===== config.mk =====
export PLATFORM = sky130hd
export DESIGN_NAME = irqc_ctrl
export DESIGN_NICKNAME = d
export VERILOG_FILES = /design/src/rtl/irqc_pkg.sv /design/src/rtl/irqc_sync.sv /design/src/rtl/irqc_pick.sv /design/src/rtl/irqc_ctrl.sv
export SDC_FILE = /design/constraint.sdc
export NUM_CORES = 1
export LEC_CHECK = 0
export ABC_AREA = 1
export BUFFER_PORTS_ARGS = -buffer_cell sky130_fd_sc_hd__buf_2
export CAP_MARGIN = 20
export CORE_MARGIN = 10
export CORE_UTILIZATION = 45
export DETAILED_ROUTE_END_ITERATION = 6
export HOLD_SLACK_MARGIN = 0.03
export PLACE_DENSITY = 0.69
export SETUP_SLACK_MARGIN = 0.05
export SKIP_CTS_REPAIR_TIMING = 1
export SLEW_MARGIN = 20
export SYNTH_ARGS = -nofsm -noshare
export SYNTH_HDL_FRONTEND = slang
export SYNTH_SLANG_ARGS = --single-unit

===== constraint.sdc =====
create_clock -name clk -period 2.4 [get_ports clk]
set_input_delay 0.36 -clock clk [delete_from_list [all_inputs] [get_ports clk]]
set_output_delay 0.36 -clock clk [all_outputs]
set_load 0.1 [all_outputs]

===== src/rtl/irqc_pkg.sv =====
package irqc_pkg;

  // Index of the lowest set bit, 32 when none is set.
  function automatic int first_one(input logic [31:0] v);
    int r;
    r = 32;
    for (int i = 31; i >= 0; i--) begin
      if (v[i]) r = i;
    end
    return r;
  endfunction

  // Levels allowed to be accepted given the in-service set.
  function automatic logic [31:0] eligible_mask(input logic [31:0] isr, input logic nest);
    logic [31:0] r;
    logic seen;
    seen = 1'b0;
    for (int i = 0; i < 32; i++) begin
      seen = seen | isr[i];
      r[i] = nest ? ~seen : (isr == 32'd0);
    end
    return r;
  endfunction

  // Vector address for a channel.
  function automatic logic [31:0] vector_of(input logic [31:0] base, input int idx,
                                            input int stride_log2);
    return base + (32'(idx) << stride_log2);
  endfunction

endpackage


===== src/rtl/irqc_sync.sv =====
module irqc_sync #(
  parameter int NUM_IRQ = 16
) (
  input  logic               clk,
  input  logic               rst_n,
  input  logic [NUM_IRQ-1:0] async_in,
  output logic [NUM_IRQ-1:0] rise_out
);
  generate
    for (genvar g = 0; g < NUM_IRQ; g++) begin : g_line
      logic s1_q, s2_q, s3_q;
      always_ff @(posedge clk or negedge rst_n) begin
        if (!rst_n) begin
          s1_q <= 1'b0;
          s2_q <= 1'b0;
          s3_q <= 1'b0;
        end else begin
          s1_q <= async_in[g];
          s2_q <= s1_q;
          s3_q <= s2_q;
        end
      end
      assign rise_out[g] = s2_q & ~s3_q;
    end
  endgenerate
endmodule


===== src/rtl/irqc_pick.sv =====
module irqc_pick
  import irqc_pkg::*;
#(
  parameter int NUM_IRQ = 16,
  parameter int IDX_W   = 4
) (
  input  logic               clk,
  input  logic               rst_n,
  input  logic [NUM_IRQ-1:0] latch,
  input  logic [NUM_IRQ-1:0] mask,
  input  logic [NUM_IRQ-1:0] isr,
  input  logic               gie,
  input  logic               nest,
  output logic               cand_valid,
  output logic [IDX_W-1:0]   cand_idx
);
  logic [31:0] live;
  int          sel;

  always_comb begin
    live = 32'(latch & mask) & eligible_mask(32'(isr), nest) & {32{gie}};
    sel  = first_one(live);
  end

  always_ff @(posedge clk or negedge rst_n) begin
    if (!rst_n) begin
      cand_valid <= 1'b0;
      cand_idx   <= '0;
    end else begin
      cand_valid <= (sel < NUM_IRQ);
      cand_idx   <= IDX_W'(sel);
    end
  end
endmodule


===== src/rtl/irqc_ctrl.sv =====
module irqc_ctrl
  import irqc_pkg::*;
#(
  parameter int              NUM_IRQ     = 16,
  parameter int              ADDR_W      = 24,
  parameter int              STRIDE_LOG2 = 5,
  parameter int              BRANCH_CYC  = 4,
  parameter logic [ADDR_W-1:0] VEC_BASE  = 24'h001000
) (
  input  logic               clk,
  input  logic               rst_n,
  input  logic [NUM_IRQ-1:0] irq_async,
  input  logic               mask_we,
  input  logic [NUM_IRQ-1:0] mask_wdata,
  input  logic [NUM_IRQ-1:0] sw_set,
  input  logic [NUM_IRQ-1:0] sw_clr,
  input  logic               ctl_we,
  input  logic               ctl_gie,
  input  logic               ctl_nest,
  input  logic               ena_int,
  input  logic               dis_int,
  input  logic               boundary,
  input  logic               db_busy,
  input  logic               rti,
  output logic               take_irq,
  output logic               vec_valid,
  output logic [ADDR_W-1:0]  vec_addr,
  output logic [NUM_IRQ-1:0] latch_rd,
  output logic [NUM_IRQ-1:0] mask_rd
);
  localparam int IDX_W = (NUM_IRQ > 1) ? $clog2(NUM_IRQ) : 1;
  localparam int CNT_W = $clog2(BRANCH_CYC + 1);

  logic [NUM_IRQ-1:0] latch_q, mask_q, isr_q;
  logic [NUM_IRQ-1:0] rise, accept_oh, rti_clr;
  logic               gie_q, nest_q;
  logic [CNT_W-1:0]   cnt_q;
  logic [ADDR_W-1:0]  vec_q;
  logic               cand_valid;
  logic [IDX_W-1:0]   cand_idx;
  logic [31:0]        elig_now;
  logic               branch_busy;
  logic               accept;
  logic [IDX_W-1:0]   take_idx;
  int                 rti_lvl;

  irqc_sync #(.NUM_IRQ(NUM_IRQ)) u_sync (
    .clk(clk), .rst_n(rst_n), .async_in(irq_async), .rise_out(rise)
  );

  irqc_pick #(.NUM_IRQ(NUM_IRQ), .IDX_W(IDX_W)) u_pick (
    .clk(clk), .rst_n(rst_n), .latch(latch_q), .mask(mask_q), .isr(isr_q),
    .gie(gie_q), .nest(nest_q), .cand_valid(cand_valid), .cand_idx(cand_idx)
  );

  always_comb begin
    elig_now    = eligible_mask(32'(isr_q), nest_q);
    branch_busy = (cnt_q != '0);
    accept      = boundary & ~db_busy & ~branch_busy & cand_valid & gie_q &
                  latch_q[cand_idx] & mask_q[cand_idx] & elig_now[cand_idx];
    take_idx    = cand_idx;
    accept_oh   = accept ? (NUM_IRQ'(1) << cand_idx) : '0;
    rti_lvl     = first_one(32'(isr_q));
    rti_clr     = (rti && rti_lvl < NUM_IRQ) ? (NUM_IRQ'(1) << rti_lvl) : '0;
  end

  always_ff @(posedge clk or negedge rst_n) begin
    if (!rst_n) begin
      latch_q <= '0;
      mask_q  <= '0;
      isr_q   <= '0;
      gie_q   <= 1'b0;
      nest_q  <= 1'b0;
      cnt_q   <= '0;
      vec_q   <= '0;
    end else begin
      latch_q <= (latch_q | rise | sw_set) & ~sw_clr & ~accept_oh;
      if (mask_we) mask_q <= mask_wdata;
      isr_q <= (isr_q & ~rti_clr) | accept_oh;
      if (ctl_we) begin
        gie_q  <= ctl_gie;
        nest_q <= ctl_nest;
      end
      if (ena_int) gie_q <= 1'b1;
      if (dis_int) gie_q <= 1'b0;
      if (accept) begin
        cnt_q <= CNT_W'(BRANCH_CYC);
        vec_q <= ADDR_W'(vector_of(32'(VEC_BASE), int'(cand_idx), STRIDE_LOG2));
      end else if (branch_busy) begin
        cnt_q <= cnt_q - 1'b1;
      end
    end
  end

  assign take_irq  = accept;
  assign vec_valid = (cnt_q == CNT_W'(1));
  assign vec_addr  = vec_q;
  assign latch_rd  = latch_q;
  assign mask_rd   = mask_q;
endmodule


==> results.cfg <==
[timing]
slew_headroom_pct = 62.6
min_period_over_period_pct = 122
rsz0062_at_grt = true
fin_setup_tns_ns = -0.596
finalSetupViolations = 4
maxClockFrequency_mhz = 342
fin_ws_ns = -0.522
hold_viol = 0
drv_slew = 0
tightest_slew_ns = 0.558
period_minus_slack_ns = 2.92
skew_ns = 0.00538

[power_and_ir_drop]
cell_internal_pwr_mw = 4.59
clkPwrFrac_pct = 18.6
p_comb_share_pct = 54.8
seqPwrFrac_pct = 26.6
vdd_ir_drop_max_uv = 780
p_total_mw = 8.52
leakage_nw = 3.78
pwr_density_cell_nw_per_um2 = 1150
p_switching_mw = 3.93
p_sw_share_pct = 46.1

[synth]
async_flop_share_pct = 100
synth.avg_cell_area_um2 = 8.46
synth_area_leaders = dfrtp_1 (50%), nand2_1 (8.0%), inv_1 (5.8%)
synth_edf_count = 0
yosys.area.top_type = dfrtp_1
yosysTopAreaCellShare_pct = 49.6
synth_ff_type = dfrtp_1
syn_inst = 662
netlist_area_um2 = 5600
yosys_register_bits = 111
yosys_warnings = 0
synth.distinct_cells = 43
ys_seq_area_share_pct = 49.6

[layout]
finalInstanceArea_um2 = 7430
synthToLayoutAreaGrowth_pct = 32.8
n_antenna_cell = 0
fin_cells = 1028
nets = 933
layout-drive-gt1-share_pct = 38.5

[drt]
vias = 5289
firstDrtPassIters = 5
vias_per_cell = 5.14
routedWlPerCell_um = 17.7
post-route-drc-count = 0
drtAntennaViolNets = 0
wirelength_um = 18200
drt_iter0_drc = 457

[clocking]
clkTransAtPathRegs_ns = 0.08
cts_tree = yes
htreeDepth = 3
cts_root_buf = clkbuf_16
cts_buffers = 9
insertion_delay_ns = 0.36
cts.sinks = 111
clk_path_buf_depth = 2

[worst_setup_path]
endpoint_kind = output port
critical-path-max-stage-delay_ns = 0.40
arrival_ns = 2.56
cp_cell_sequence = nor2_2 > nand2_2 > nor2_8 > nand2_4 > nand2_4 > buf_4 > buf_4 > buf_4 > nor2_1 > a211o_1 > nand2_1 > nand4_1 > a21oi_4 > buf_12
startpoint_type = register
critPathCapture = take_irq
crit_buf_inv = 4
r2r_start = isr_q[4]
crit_slowest_cell = dfrtp_1
path_class = reg2out
crit_top_cell = buf_4
worstRegToRegCells = 17
regToRegSetupSlack_ns = -0.06
critPathTopFamily = simple AND/OR/NAND/NOR gates
rr_endpoint = vec_addr[8]
cp_max_fo = 6
worstSetupStartpoint = isr_q[4]
cp.required_ns = 2.04
cp.depth = 14

[grt]
gr-usage-all-layers_pct = 20.6
grt_pass1_vias = 5367
antenna_found_initial = 0
grt_pass1_wl_um = 28700
grt_max_degree = 49
overflow = 0

[min_path]
min_path_type = in2reg

[place]
io_buffers = 113
globalplace.congestion = 0.960
placed_area_um2 = 6880
placed_cells = 1000
hpwl_um = 14400

[outcome]
status = finished, violations left
violations = negative setup slack

[job]
cap_violations = 0

[floorplan]
core-area_um2 = 12100
dieArea_um2 = 17300
ioPinCount = 133
start_util_pct = 46.2
die_x_um = 132
core.rowCount = 40
die_h_um = 132
-- worst min-delay path by stage --
| stage | cells past startpoint | endpoint | slack [ns] | start |
|---|---|---|---|---|
| 2_1_floorplan | 0 | cnt_q[0] | 0.06 | rst_n |
| 3_3_place_gp | 1 | u_sync.g_line[7].s1_q | 0.29 | rst_n |
| 3_5_place_dp | 1 | u_sync.g_line[7].s1_q | 0.30 | rst_n |
| 4_1_cts | 1 | u_sync.g_line[7].s1_q | -0.09 | rst_n |
| 5_1_grt | 1 | u_sync.g_line[4].s1_q | 0.08 | irq_async[4] |
| 6_report | 1 | u_sync.g_line[3].s1_q | 0.09 | irq_async[3] |
-- synthesized netlist by cell type (all sizes together) (2+ instances only) --
| cell | instances |
|---|---|
| dfrtp | 111 |
| ha | 3 |
| clkbuf | 8 |
| nand2 | 129 |
| o221ai | 5 |
| mux2 | 8 |
| inv | 93 |
| nor3 | 19 |
| o211ai | 5 |
| nor2 | 80 |
| nand3 | 12 |
| buf | 30 |
| or2 | 2 |
| a2111oi | 2 |
| nor4 | 2 |
| o2111ai | 5 |
| a22oi | 3 |
| nand4 | 16 |
| o21ai | 91 |
| a21oi | 27 |
| o22ai | 2 |
-- placed cells by master, fill, tap and decap left out, drive strengths merged, types with 2 or more instances in the layout --
cell	n
a2111oi	2
a21oi	27
a22oi	3
buf	201
clkbuf	9
conb	19
dfrtp	111
ha	3
inv	97
mux2	8
nand2	129
nand3	12
nand4	16
nor2	80
nor3	19
nor4	2
o2111ai	5
o211ai	5
o21ai	91
o221ai	5
o22ai	2
or2	2
-- metrics by stage --
stage,util [%],hold WS (ns),worst slack (ns)
3_3_place_gp,56.8,0.292,-0.0320
4_1_cts,59.3,-0.0892,-0.533
2_1_floorplan,-,0.0644,-0.181
6_report,61.4,0.0948,-0.522
3_5_place_dp,56.8,0.300,-0.125
5_1_grt,61.4,0.0826,-0.665
-- routing by layer --
layer	GRT usage [%]	vias up	share of wire, %	wire [um]
li1	-	2518	-	-
met1	26.1	2520	44	7900
met2	32.9	226	47	8520
met3	6.48	25	7.5	1360
met4	6.49	0	2.1	373
met5	0	-	0	0
-- power groups by stage --
stage	combinational (mW)	clock [mW]	sequential, mW
2_1_floorplan	2.19	0	2.80
3_3_place_gp	4.27	0	2.29
3_5_place_dp	4.26	0	2.30
4_1_cts	4.28	1.61	2.26
5_1_grt	5.03	1.68	2.30
6_report	4.67	1.58	2.27
-- cell type report --
| cell class | count | area, um2 |
|---|---|---|
| flip-flops and latches | 111 | 2810 |
| clock inverters | 7 | 86.3 |
| multi-input cells | 438 | 2440 |
| well taps | 168 | 210 |
| inverters | 93 | 352 |
| repair buffers | 202 | 1320 |
| clock buffers | 9 | 225 |
| fillers | 1115 | 4680 |
-- kinds of logic (layout without fill, tap and decap cells) --
family                   Yosys count  in the layout  synth area share (%)
XOR/XNOR                           1              1                 0.156
flip-flops                       111            111                  49.6
buffers and inverters            131            311                  10.8
other                              1             19                0.0670
multiplexers                       8              8                  1.61
AO/OA/AOI/OAI                    146            146                  16.0
AND/OR/NAND/NOR                  261            261                  21.1
adder cells (fa/ha/maj)            3              3                 0.670
-- worst register-to-register path: stages (launching register included) --
cell	delay [ns]
dfrtp_1	0.40
nor2_2	0.14
nand2_2	0.11
nor2_8	0.16
nand2_4	0.09
nand2_4	0.12
nand2_4	0.06
a21oi_2	0.13
o21ai_1	0.09
a21oi_1	0.11
o21ai_1	0.08
nand2_1	0.08
buf_4	0.12
o211ai_4	0.18
buf_12	0.21
buf_4	0.15
nand2_1	0.05
o21ai_1	0.05
-- flip-flops by register name, indices dropped and copies added, names as in the netlist, 3 cells and up --
| signal | flops |
|---|---|
| cnt_q | 3 |
| isr_q | 16 |
| latch_rd | 16 |
| mask_rd | 16 |
| u_pick.cand_idx | 4 |
| u_sync.g_line.s1_q | 16 |
| u_sync.g_line.s2_q | 16 |
| u_sync.g_line.s3_q | 16 |
| vec_addr | 5 |
Power figures use the tool's default switching activity.
